## src/rtl/swt_pkg.sv

```systemverilog
// Package: shared types for the stop/wake recovery timer.
// Assumes: nothing beyond a single clock domain.
package swt_pkg;

    // Operating states of the timer.
    typedef enum logic [1:0] {
        ST_RUN  = 2'd0,   // counter free-running
        ST_STOP = 2'd1,   // stopped, counter parked at zero
        ST_WAIT = 2'd2    // recovery wait in progress
    } swt_state_e;

endpackage

```

## src/rtl/swt_delay_sel.sv

```systemverilog
// Module: swt_delay_sel
// Captures the short/long choice at the wake edge and presents the terminal
// count (delay minus one) that the wait compares against.
// Assumes: LONG_DLY and SHORT_DLY are at least 1 and below 2**CNT_W.
module swt_delay_sel #(
    parameter int CNT_W     = 13,
    parameter int LONG_DLY  = 4096,
    parameter int SHORT_DLY = 32
) (
    input  logic             clk,
    input  logic             rst_n,
    input  logic             load,
    input  logic             short_sel,
    output logic             sel_q,
    output logic [CNT_W-1:0] term
);
    localparam logic [CNT_W-1:0] LONG_TERM  = CNT_W'(LONG_DLY - 1);
    localparam logic [CNT_W-1:0] SHORT_TERM = CNT_W'(SHORT_DLY - 1);

    // Latch the delay choice only when a wait starts.
    always_ff @(posedge clk) begin
        if (!rst_n) begin
            sel_q <= 1'b0;
        end else if (load) begin
            sel_q <= short_sel;
        end
    end

    // Select the terminal count for the captured choice.
    always_comb begin
        term = sel_q ? SHORT_TERM : LONG_TERM;
    end
endmodule

```

## src/rtl/swt_counter.sv

```systemverilog
// Module: swt_counter
// Counter that clears on request, holds when told, and otherwise increments
// with natural wrap.
// Assumes: clr has priority over hold.
module swt_counter #(
    parameter int CNT_W = 13
) (
    input  logic             clk,
    input  logic             rst_n,
    input  logic             clr,
    input  logic             hold,
    output logic [CNT_W-1:0] cnt
);
    localparam logic [CNT_W-1:0] ONE = CNT_W'(1);

    // Advance, hold or clear the count each edge.
    always_ff @(posedge clk) begin
        if (!rst_n) begin
            cnt <= '0;
        end else if (clr) begin
            cnt <= '0;
        end else if (!hold) begin
            cnt <= cnt + ONE;
        end
    end
endmodule

```

## src/rtl/swt_ctrl.sv

```systemverilog
// Module: swt_ctrl
// State machine for stop, wait and free-run, plus the registered done pulse.
// Assumes: hit is high when the counter equals the captured terminal count;
// stop_req overrides every other input.
module swt_ctrl
    import swt_pkg::*;
(
    input  logic       clk,
    input  logic       rst_n,
    input  logic       stop_req,
    input  logic       wake,
    input  logic       hit,
    output swt_state_e state,
    output logic       load,
    output logic       done
);
    swt_state_e nxt;
    logic       fin;

    // Decide the next state and the one-cycle actions.
    always_comb begin
        nxt  = state;
        load = 1'b0;
        fin  = 1'b0;
        if (stop_req) begin
            nxt = ST_STOP;
        end else begin
            case (state)
                ST_STOP: begin
                    if (wake) begin
                        nxt  = ST_WAIT;
                        load = 1'b1;
                    end
                end
                ST_WAIT: begin
                    if (hit) begin
                        nxt = ST_RUN;
                        fin = 1'b1;
                    end
                end
                default: nxt = state;
            endcase
        end
    end

    // Register the state and the completion pulse.
    always_ff @(posedge clk) begin
        if (!rst_n) begin
            state <= ST_RUN;
            done  <= 1'b0;
        end else begin
            state <= nxt;
            done  <= fin;
        end
    end
endmodule

```

## src/rtl/stop_wake_timer.sv

```systemverilog
// Module: stop_wake_timer (top)
// Free-running counter reused as the wake-up delay timer after a stop state.
// Assumes: all inputs synchronous to clk; ext_rst is the already-synchronised
// external reset pin level and never resets this block.
module stop_wake_timer
    import swt_pkg::*;
#(
    parameter int CNT_W     = 13,
    parameter int LONG_DLY  = 4096,
    parameter int SHORT_DLY = 32
) (
    input  logic             clk,
    input  logic             rst_n,
    input  logic             ext_rst,
    input  logic             stop_req,
    input  logic             wake_evt,
    input  logic             short_sel,
    output logic [CNT_W-1:0] cnt_out,
    output logic             wake_done
);
    swt_state_e       state;
    logic             load;
    logic             sel_q;
    logic [CNT_W-1:0] term;
    logic             hit;
    logic             wake;

    // Combine the wake sources and compare against the terminal count.
    always_comb begin
        wake = wake_evt | ext_rst;
        hit  = (cnt_out == term);
    end

    swt_ctrl u_ctrl (
        .clk      (clk),
        .rst_n    (rst_n),
        .stop_req (stop_req),
        .wake     (wake),
        .hit      (hit),
        .state    (state),
        .load     (load),
        .done     (wake_done)
    );

    swt_delay_sel #(
        .CNT_W     (CNT_W),
        .LONG_DLY  (LONG_DLY),
        .SHORT_DLY (SHORT_DLY)
    ) u_sel (
        .clk       (clk),
        .rst_n     (rst_n),
        .load      (load),
        .short_sel (short_sel),
        .sel_q     (sel_q),
        .term      (term)
    );

    swt_counter #(
        .CNT_W (CNT_W)
    ) u_cnt (
        .clk   (clk),
        .rst_n (rst_n),
        .clr   (stop_req),
        .hold  (state == ST_STOP),
        .cnt   (cnt_out)
    );
endmodule

```

## config.mk

```make
export PLATFORM = sky130hd
export DESIGN_NAME = stop_wake_timer
export DESIGN_NICKNAME = d
export VERILOG_FILES = /design/src/rtl/swt_pkg.sv /design/src/rtl/swt_delay_sel.sv /design/src/rtl/swt_counter.sv /design/src/rtl/swt_ctrl.sv /design/src/rtl/stop_wake_timer.sv
export SDC_FILE = /design/constraint.sdc
export NUM_CORES = 1
export LEC_CHECK = 0
export BUFFER_PORTS_ARGS = -buffer_cell sky130_fd_sc_hd__buf_4
export CAP_MARGIN = 5
export CORE_AREA = 2 2 46 48
export CTS_CLUSTER_SIZE = 12
export DETAILED_ROUTE_END_ITERATION = 7
export DIE_AREA = 0 0 48 50
export GPL_ROUTABILITY_DRIVEN = 0
export PLACE_DENSITY = 0.92
export RECOVER_POWER = 50
export SLEW_MARGIN = 20
export SYNTH_ARGS = -nofsm -noshare
export SYNTH_HDL_FRONTEND = slang
export SYNTH_HIERARCHICAL = 1
export SYNTH_SLANG_ARGS = --single-unit
```

## constraint.sdc

```tcl
create_clock -name clk -period 3.4 [get_ports clk]
set_clock_uncertainty 0.05 [all_clocks]
set_input_delay 0.51 -clock clk [delete_from_list [all_inputs] [get_ports clk]]
set_output_delay 0.51 -clock clk [all_outputs]
set_load 0.03 [all_outputs]
```

==> results by group, run 1 <==
Floorplanning
  – Die area: roughly 2400 um^2
  – Die Y: approximately 50 um
  – Core area: between 1500 and 2000 um^2
  – IO Pins: 20
  – Die Width: between 40 and 50 um
  – Starting Density: roughly 56%
  – Rows: 16

Worst setup path
  – R2R Path End: u_ctrl/state[1]
  – Reg2reg setup slack: about 1.6 ns
  – WS Path Type: flop to flop
  – Critical path data arrival time: 1.94 ns
  – R2R Path Start: u_sel/sel_q
  – Worst Reg-to-Reg Cells: 7
  – CP max FO: 7
  – Worst Setup End Kind: flop
  – CP Data Required Time: 3.53 ns
  – Crit start category: flop
  – Crit path launch: u_sel/sel_q
  – Setup crit end: u_ctrl/state[1]

Clock network
  – Clk buf depth: 2
  – # Post-CTS Setup Buffers: 0
  – Post_cts resized: 0
  – Hold Buf Count CTS: 0
  – CTS clock-pin slew for the worst setup and hold paths: roughly 0.09 ns
  – Clock sinks: 17
  – H-tree Lvls: 1
  – TritonCTS buffer count: 3
  – CTS tree: built
  – Root Buffer Master: clkbuf_4
  – Clock Latency Late Sink: around 0.29 ns

Hold path
  – Tightest Hold Check Type: input port to flop
  – Hold path startpoint: rst_n

Synthesis
  – Mean Syn Cell Area: ~9 um^2
  – Synth area leader: dfxtp_1
  – Synth area leaders: dfxtp_1, buf_4, xnor2_1
  – Yosys reg bits: 17
  – Cell Area, Synth: roughly 1100 um^2
  – Share of the synthesized area in the top cell type: between 30% and 40%
  – Post-synth EDFFs: 0
  – FFs w/ async S/R, synth: 0%
  – Cells after Synth: between 100 and 150
  – Share of the yosys chip area belonging to registers: a little under a third
  – Synth Flop Type: dfxtp_1
  – YS warnings: 6
  – Yosys cell types: 32

Detailed routing
  – DRT iter0 DRCs: 23
  – Routed via count: 879
  – Mean routed wirelength per cell: between 10 and 15 um
  – DRT Pass-1 Iters: 4
  – DRT antenna net count: 0
  – Detailed Route WL: roughly 2.2 mm
  – DRC violations left: 0
  – Vias per cell: about 5.6

Global route
  – Total track usage: 21.5%
  – Largest net degree at the start of global routing: 12
  – Vias in the first global route: roughly 840
  – First-pass GRT wire length: 3.67 mm
  – Grt ovf: 0
  – Initial antenna violation count: 0

Place
  – I/O Buffers: 19
  – Dpl hpwl: roughly 1.6 mm

STA
  – Hold Fails Final Rpt: 0
  – Setup_tns: 0 ns
  – Slew Limit Fails: 0
  – Worst slew pin tran: between 0.6 and 0.7 ns
  – Final setup vio count: 0
  – Post-layout min period: 1.81 ns
  – Fin crit share: between 50% and 60%
  – F_max: 552 MHz
  – Unrepaired setup endpoints after global routing: no
  – Worst relative slew slack: 58.7%

Final layout
  – Area grow syn2layout: 5.88%
  – Filler Cell Count: 176
  – Diode count: 0
  – Ratio of cells with drive above 1 in the final layout: ~16%
  – Fin nets: 139

Pwr
  – PD cells: ~310 nW/um^2
  – Pleak: between 0.4 and 0.5 nW
  – Total Power: ~350 uW
  – Worst vdd ir: approximately 0.24 mV

Flow run
  – Max-Cap Viols: 0

Outcome
  – Status: completed
==> registers in the layout (all words and copies together) (netlist names) <==
signal and cells:
u_cnt/cnt 13, u_sel/sel_q 1, u_ctrl/state 2, u_ctrl/done 1
==> cells in the final DEF, fill, tap and decap left out, types with 2 or more instances in the layout <==
master    netlist  final
dfxtp_1        17     17
clkbuf_1        1     11
buf_4          12      9
xnor2_1         8      8
xor2_1          8      8
nand2b_1        7      8
nand2_1         8      8
a21oi_1         6      6
mux2i_1         6      6
conb_1          2      6
nor4_1          4      4
nor2_1          4      4
nand4_1         3      3
nor2b_1         3      3
clkbuf_4        0      3
inv_1           3      3
o21ai_0         3      3
o31ai_1         3      3
or4_1           3      3
nand3_1         3      3
or3_2           2      2
==> cells in the mapped netlist, types with 4 or more instances <==
library cell and n:
dfxtp_1 17, buf_4 12, nand2_1 8, xnor2_1 8, xor2_1 8, nand2b_1 7
a21oi_1 6, mux2i_1 6, nor2_1 4, nor4_1 4
==> cell families after synthesis <==
group | synth area share [%]
AND/OR/NAND/NOR | 29.3
flip-flops | 32.0
AO/OA/AOI/OAI | 7.17
adder cells (fa/ha/maj) | 1.17
other | 0.705
XOR/XNOR | 13.2
multiplexers | 5.64
buffers and inverters | 10.9
==> final cells by class <==
cell class                 instances  area (um^2)  share of cell area [%]
inverter                           3         11.3                   0.999
sequential                        17          340                    30.2
multi-input combinational         88          611                    54.2
clock buffer                       4         26.3                    2.33
tap                               27         33.8                    3.00
timing repair buffer              19          105                    9.32
==> layer usage <==
layer | up-vias | global-route usage, % | routed length [um]
met5 | - | 0 | 0
met4 | 0 | 14.0 | 66
met3 | 6 | 2.20 | 106
met2 | 34 | 34.9 | 1180
met1 | 423 | 25.3 | 882
li1 | 416 | - | -
==> where the power goes <==
| part | internal [mW] | switching [mW] |
|---|---|---|
| combinational | 0.0161 | 0.0206 |
| sequential | 0.202 | 0.00406 |
| clock | 0.0456 | 0.0630 |
==> through the flow <==
| step | std cells | hold slack [ns] | setup slack, ns | area [um^2] | util (%) |
|---|---|---|---|---|---|
| after CTS | 158 | 0.424 | 1.60 | 1180 | 61.9 |
| after floorplan | 122 | 0.414 | 1.71 | 1080 | - |
| after detailed placement | 154 | 0.438 | 1.62 | 1150 | 60.5 |
| after global placement | 154 | 0.430 | 1.75 | 1150 | 60.5 |
| after global routing | 158 | 0.410 | 1.52 | 1130 | 59.3 |
| final | 158 | 0.435 | 1.59 | 1130 | 59.3 |
==> worst min-delay path by stage <==
| stage | endpoint | slack, ns | depth (start not counted) |
|---|---|---|---|
| 6_report | u_sel/sel_q | 0.44 | 2 |
| 2_1_floorplan | u_ctrl/done | 0.41 | 2 |
| 5_1_grt | u_ctrl/state[0] | 0.41 | 2 |
| 3_5_place_dp | u_cnt/cnt[12] | 0.44 | 2 |
| 4_1_cts | u_ctrl/state[0] | 0.42 | 2 |
| 3_3_place_gp | u_ctrl/done | 0.43 | 2 |
==> worst max-delay path: stages (launching register included) <==
cell	delay (ns)
dfxtp_1	0.34
inv_1	0.16
xor2_1	0.20
nor4_1	0.27
nand4_1	0.16
nor4_2	0.32
nand2b_1	0.14
a21oi_1	0.06
Note: power is estimated with default switching activity, not from simulation.
==> inputs of run 2 (changes only) <==
ABC_AREA = 1   (was default)
CORE_AREA = 2 2 51 53   (was 2 2 46 48)
DIE_AREA = 0 0 53 55   (was 0 0 48 50)
PLACE_DENSITY = 0.86   (was 0.92)
clock period = 1.7 ns   (was 3.4 ns; I/O delays follow)
==> results by group, run 2 <==
Floorplanning
  – Die Y: around 55 um
  – Rows: 18
  – Die Width: 53 um
  – Starting Density: approximately 52%
  – Die area: slightly below 3000 um^2
  – Core area: between 2000 and 2500 um^2
  – IO Pins: 20

Detailed routing
  – DRT antenna net count: 0
  – DRC violations left: 0
  – DRT iter0 DRCs: 33
  – Mean routed wirelength per cell: 9.78 um
  – DRT Pass-1 Iters: 4
  – Routed via count: between 1000 and 1500
  – Vias per cell: between 4 and 5
  – Detailed Route WL: 2.50 mm

STA
  – Slew Limit Fails: 0
  – Post-layout min period: approximately 1.6 ns
  – Fin crit share: 92.1%
  – Hold Fails Final Rpt: 0
  – Unrepaired setup endpoints after global routing: no
  – Final setup vio count: 0
  – F_max: ~640 MHz
  – Setup_tns: 0 ns
  – Final hold slack: around 0.15 ns
  – Worst setup margin: around 0.13 ns

Synthesis
  – Cells after Synth: approximately 210
  – Share of the yosys chip area belonging to registers: 27.4%
  – FFs w/ async S/R, synth: 0%
  – Synth area leader: dfxtp_1
  – Yosys reg bits: 17
  – YS warnings: 6
  – Synth area leaders: dfxtp_1, nand2_1, inv_1
  – Post-synth EDFFs: 0
  – Yosys cell types: 24
  – Mean Syn Cell Area: around 6 um^2
  – Cell Area, Synth: about 1200 um^2
  – Share of the synthesized area in the top cell type: a little over a quarter
  – Synth Flop Type: dfxtp_1
  – Synth top cells by count: nand2_1, inv_1, nor2_1, dfxtp_1, buf_4
  – Top-count cell post-synth: nand2_1

Pwr
  – Pleak: a little under 0.7 nW
  – PD cells: between 500 and 600 nW/um^2
  – Worst vdd ir: 0.349 mV

Final layout
  – Most frequent cells in the layout: nand2_1, inv_1, nor2_1, dfxtp_1, buf_4
  – Most flops, register: u_cnt/cnt
  – Max FFs per register: 13
  – Top flop regs: u_cnt/cnt (13), u_ctrl/state (2)
  – Diode count: 0
  – Fin nets: approximately 230
  – Multi-input logic area: around 640 um^2
  – Commonest non-fill, non-tap cell in the layout: nand2_1
  – Area grow syn2layout: 9.48%
  – Filler Cell Count: roughly 250
  – Area occupied by registers: approximately 340 um^2
  – Ratio of cells with drive above 1 in the final layout: between 10% and 20%
  – Finished layout cell area: between 1000 and 1500 um^2

Worst setup path
  – CP max FO: 7
  – Reg2reg setup slack: roughly 0.13 ns
  – Worst Setup End Kind: flop
  – Crit path buf inv count: 1
  – Crit start category: flop
  – WS Path Type: flop to flop
  – CP Data Required Time: 1.85 ns
  – CP max stage delay: 0.39 ns
  – Most frequent CP cell: nor2_1
  – Slowest-stage cell, CP: dfxtp_1
  – CP delay by family, top: simple AND/OR/NAND/NOR gates
  – Critical path data arrival time: around 1.7 ns
  – CP Cell Sequence: nor2_1, clkbuf_1, nor2_1, nand2_1, o21ai_1, nor2_1

Clock network
  – Post_cts resized: 0
  – Hold Buf Count CTS: 0
  – Root Buffer Master: clkbuf_4
  – CTS tree: built
  – H-tree Lvls: 1
  – Clock Latency Late Sink: 0.29 ns
  – # Post-CTS Setup Buffers: 0
  – TritonCTS buffer count: 3
  – Clk buf depth: 2
  – CTS clock-pin slew for the worst setup and hold paths: about 0.10 ns
  – Clock sinks: 17

Global route
  – Total track usage: 20.0%
  – Initial antenna violation count: 0
  – First-pass GRT wire length: roughly 4.3 mm
  – Vias in the first global route: 1017
  – Largest net degree at the start of global routing: 14
  – Grt ovf: 0

Place
  – Dpl hpwl: between 1.5 and 2 mm
  – I/O Buffers: 19
  – Placed Area: between 1000 and 1500 um^2
  – Pre-CTS setup slack: around 0.23 ns

Outcome
  – Status: completed

Flow run
  – Max-Cap Viols: 0

Hold path
  – Tightest Hold Check Type: input port to flop
==> run 2: path summary, 6_finish.rpt <==
path / startpoint / end / cells after the start
setup / recovery: u_ctrl/state[1] / u_cnt/cnt[7] / 6
hold / removal: rst_n / u_sel/sel_q / 3
setup reg to reg: u_ctrl/state[1] / u_cnt/cnt[7] / 6
hold reg to reg: u_sel/sel_q / u_sel/sel_q / 2
==> run 2: cells by family after synthesis <==
group | count (synthesis) | synth area share (%)
xor gates and xnor gates | 4 | 2.82
DFF | 17 | 27.4
and+or+nand+nor | 109 | 40.7
other | 2 | 0.605
buffers and inverters | 58 | 21.2
adders and majority gates | 1 | 1.01
AOI/OAI and AO/OA | 15 | 6.25
==> run 2: tightest hold or removal path: stages <==
cell,delay [ns]
buf_4,0.12
nand2_1,0.05
nor2_1,0.03
==> run 2: layout make-up <==
class	instances	area share (%)
tap	30	2.76
sequential	17	25.0
clock buffer	4	1.93
multi-input combinational	135	47.3
timing repair buffer	23	10.2
inverter	46	12.7
==> run 2: per-layer routing <==
metal	GRT usage [%]	vias to the layer above	part of all wire (%)
met2	31.7	32	48
met5	0	-	0
met4	8.97	0	1.2
li1	-	635	-
met3	3.23	4	5.6
met1	26.9	518	45
==> run 2: per-stage QoR <==
step	utilization [%]	power, mW	std cells
2_1_floorplan	-	0.508	210
3_3_place_gp	58.2	0.517	251
3_5_place_dp	58.2	0.518	251
4_1_cts	59.3	0.746	255
5_1_grt	57.5	0.772	255
6_report	57.5	0.731	255
==> run 2: power breakdown <==
| part | switching [mW] | internal [mW] | total (mW) |
|---|---|---|---|
| Clock | 0.135 | 0.0914 | 0.226 |
| Combinational | 0.0583 | 0.0339 | 0.0922 |
| Sequential | 0.00757 | 0.405 | 0.412 |
| Total | 0.201 | 0.530 | 0.731 |
==> inputs of run 3 (changes only) <==
ABC_AREA = default   (was 1)
CORE_AREA = 2 2 48 50   (was 2 2 51 53)
DIE_AREA = 0 0 50 52   (was 0 0 53 55)
==> results by group, run 3 (synthesized netlist as in run 1, its figures left out) <==
Outcome
  – Status: finished, violations left
  – Failing checks: negative setup slack

Final layout
  – Final Core Density: around 60%
  – Ratio of cells with drive above 1 in the final layout: around 34%
  – Area grow syn2layout: 17.9%
  – Finished layout cell area: approximately 1300 um^2
  – Most flops, register: u_cnt/cnt
  – Diode count: 0
  – Top flop regs: u_cnt/cnt (13), u_ctrl/state (2)
  – Commonest non-fill, non-tap cell in the layout: buf_4
  – Fin cells: between 150 and 200
  – Fin nets: between 100 and 150
  – Most frequent cells in the layout: buf_4, dfxtp_1, nand2_1
  – Max FFs per register: 13

Floorplanning
  – Core area: about 2100 um^2
  – Die Y: ~52 um
  – Starting Density: between 50% and 60%
  – Rows: 17
  – Die Width: around 50 um
  – Die area: around 2600 um^2
  – IO Pins: 20

Global route
  – First-pass GRT wire length: about 3.7 mm
  – Total track usage: 19.4%
  – Largest net degree at the start of global routing: 12
  – Initial antenna violation count: 0
  – Vias in the first global route: 830
  – Grt ovf: 0

Clock network
  – Clk buf depth: 2
  – Root Buffer Master: clkbuf_4
  – Clock sinks: 17
  – H-tree Lvls: 1
  – Clock Latency Late Sink: ~0.30 ns
  – Hold Buf Count CTS: 0
  – TritonCTS buffer count: 3
  – CTS clock-pin slew for the worst setup and hold paths: about 0.10 ns
  – CTS tree: built

STA
  – Unrepaired setup endpoints after global routing: yes
  – Worst relative slew slack: between 60 and 70%
  – Worst slew pin tran: ~0.59 ns
  – F_max: between 500 and 600 MHz
  – Worst setup margin: -0.0560 ns
  – Post-layout min period: 1.76 ns
  – Fin crit share: 103%
  – Final setup vio count: 2
  – Slew Limit Fails: 0
  – Hold Fails Final Rpt: 0

Pwr
  – Reg power frac: a little under three fifths
  – Internal power: between 500 and 600 uW
  – Switching power: 194 uW
  – Switching part of the total: between 20% and 30%
  – Pleak: just over 0.5 nW
  – Worst vdd ir: between 0.4 and 0.5 mV
  – Gate power share: about 12%
  – Clock network fraction of design power: between 30% and 40%
  – PD cells: ~570 nW/um^2

Place
  – Pre-CTS setup slack: -0.0462 ns
  – Placed Area: between 1000 and 1500 um^2
  – Placed insts: about 160
  – I/O Buffers: 19
  – Dpl hpwl: 1.55 mm

Worst setup path
  – Most frequent CP cell: nor4_2
  – CP Data Required Time: between 1.5 and 2 ns
  – CP max stage delay: around 0.38 ns
  – R2R Path Start: u_cnt/cnt[12]
  – Crit path launch: u_cnt/cnt[12]
  – WS Path Type: flop to flop
  – CP Cell Sequence: xor2_2, nor4_2, nand4_1, nor4_2, nand2b_1, a21oi_1
  – CP max FO: 3
  – Crit start category: flop
  – Critical path data arrival time: 1.90 ns
  – Worst Setup End Kind: flop
  – Slowest-stage cell, CP: dfxtp_4

Detailed routing
  – DRT iter0 DRCs: 21
  – DRT antenna net count: 0
  – DRC violations left: 0
  – DRT Pass-1 Iters: 4
  – Vias per cell: 5.61
  – Mean routed wirelength per cell: approximately 15 um
  – Routed via count: roughly 900
  – Detailed Route WL: about 2.5 mm

Hold path
  – Hold path startpoint: rst_n
  – Tightest Hold Check Type: input port to flop

Flow run
  – Max-Cap Viols: 0
==> run 3: metal layers <==
metal / vias up / track usage [%] / share of wire (%)
li1: 430 / - / -
met1: 435 / 22.0 / 40
met2: 49 / 32.0 / 49
met3: 12 / 4.02 / 6.9
met4: 0 / 14.8 / 3.7
met5: - / 0 / 0
==> run 3: what timing repair did <==
action                                 4_1_cts  5_1_grt
gates cloned                                 0        1
pin swaps                                    3        4
setup endpoints to repair                    2        5
endpoints found under the hold margin        0        0
gates resized for setup                      7        5
setup buffers                                1        1
==> run 3: final cells by class <==
cell class | count | area, um^2
Clock buffer | 3 | 22.5
Clock inverter | 1 | 5.00
Sequential cell | 17 | 354
Tap cell | 28 | 35.0
Inverter | 3 | 11.3
Fill cell | 180 | 851
Timing Repair Buffer | 24 | 176
Multi-Input combinational cell | 89 | 651
==> run 3: power by group through the flow <==
stage | Clock, mW | Combinational (mW) | Sequential [mW]
after floorplan | 0 | 0.0646 | 0.424
after global placement | 0 | 0.0782 | 0.419
after global routing | 0.244 | 0.0930 | 0.408
after CTS | 0.228 | 0.0834 | 0.409
final | 0.228 | 0.0875 | 0.406
after detailed placement | 0 | 0.0809 | 0.419
==> run 3: worst paths after layout <==
| kind | end | slack (ns) | cells after the start |
|---|---|---|---|
| min | u_ctrl/state[0] | 0.16 | 2 |
| min reg2reg | u_ctrl/done | 0.45 | 1 |
| max reg2reg | u_ctrl/state[1] | -0.06 | 6 |
| max | u_ctrl/state[1] | -0.06 | 6 |
==> run 3: stage by stage <==
stage / power, mW / hold WS, ns / TNS [ns]
after floorplan: 0.489 / 0.333 / 0
after global placement: 0.497 / 0.435 / 0
after detailed placement: 0.500 / 0.446 / -0.0530
after CTS: 0.721 / 0.153 / 0
after global routing: 0.745 / 0.153 / -0.188
final: 0.722 / 0.159 / -0.0882
==> run 3: worst max-delay path, delay by kind of cell, from the launching register on <==
kind | cells | cell delay [ns]
simple gates | 4 | 0.99
compound gates | 1 | 0.07
xor+xnor | 1 | 0.15
flops | 1 | 0.38
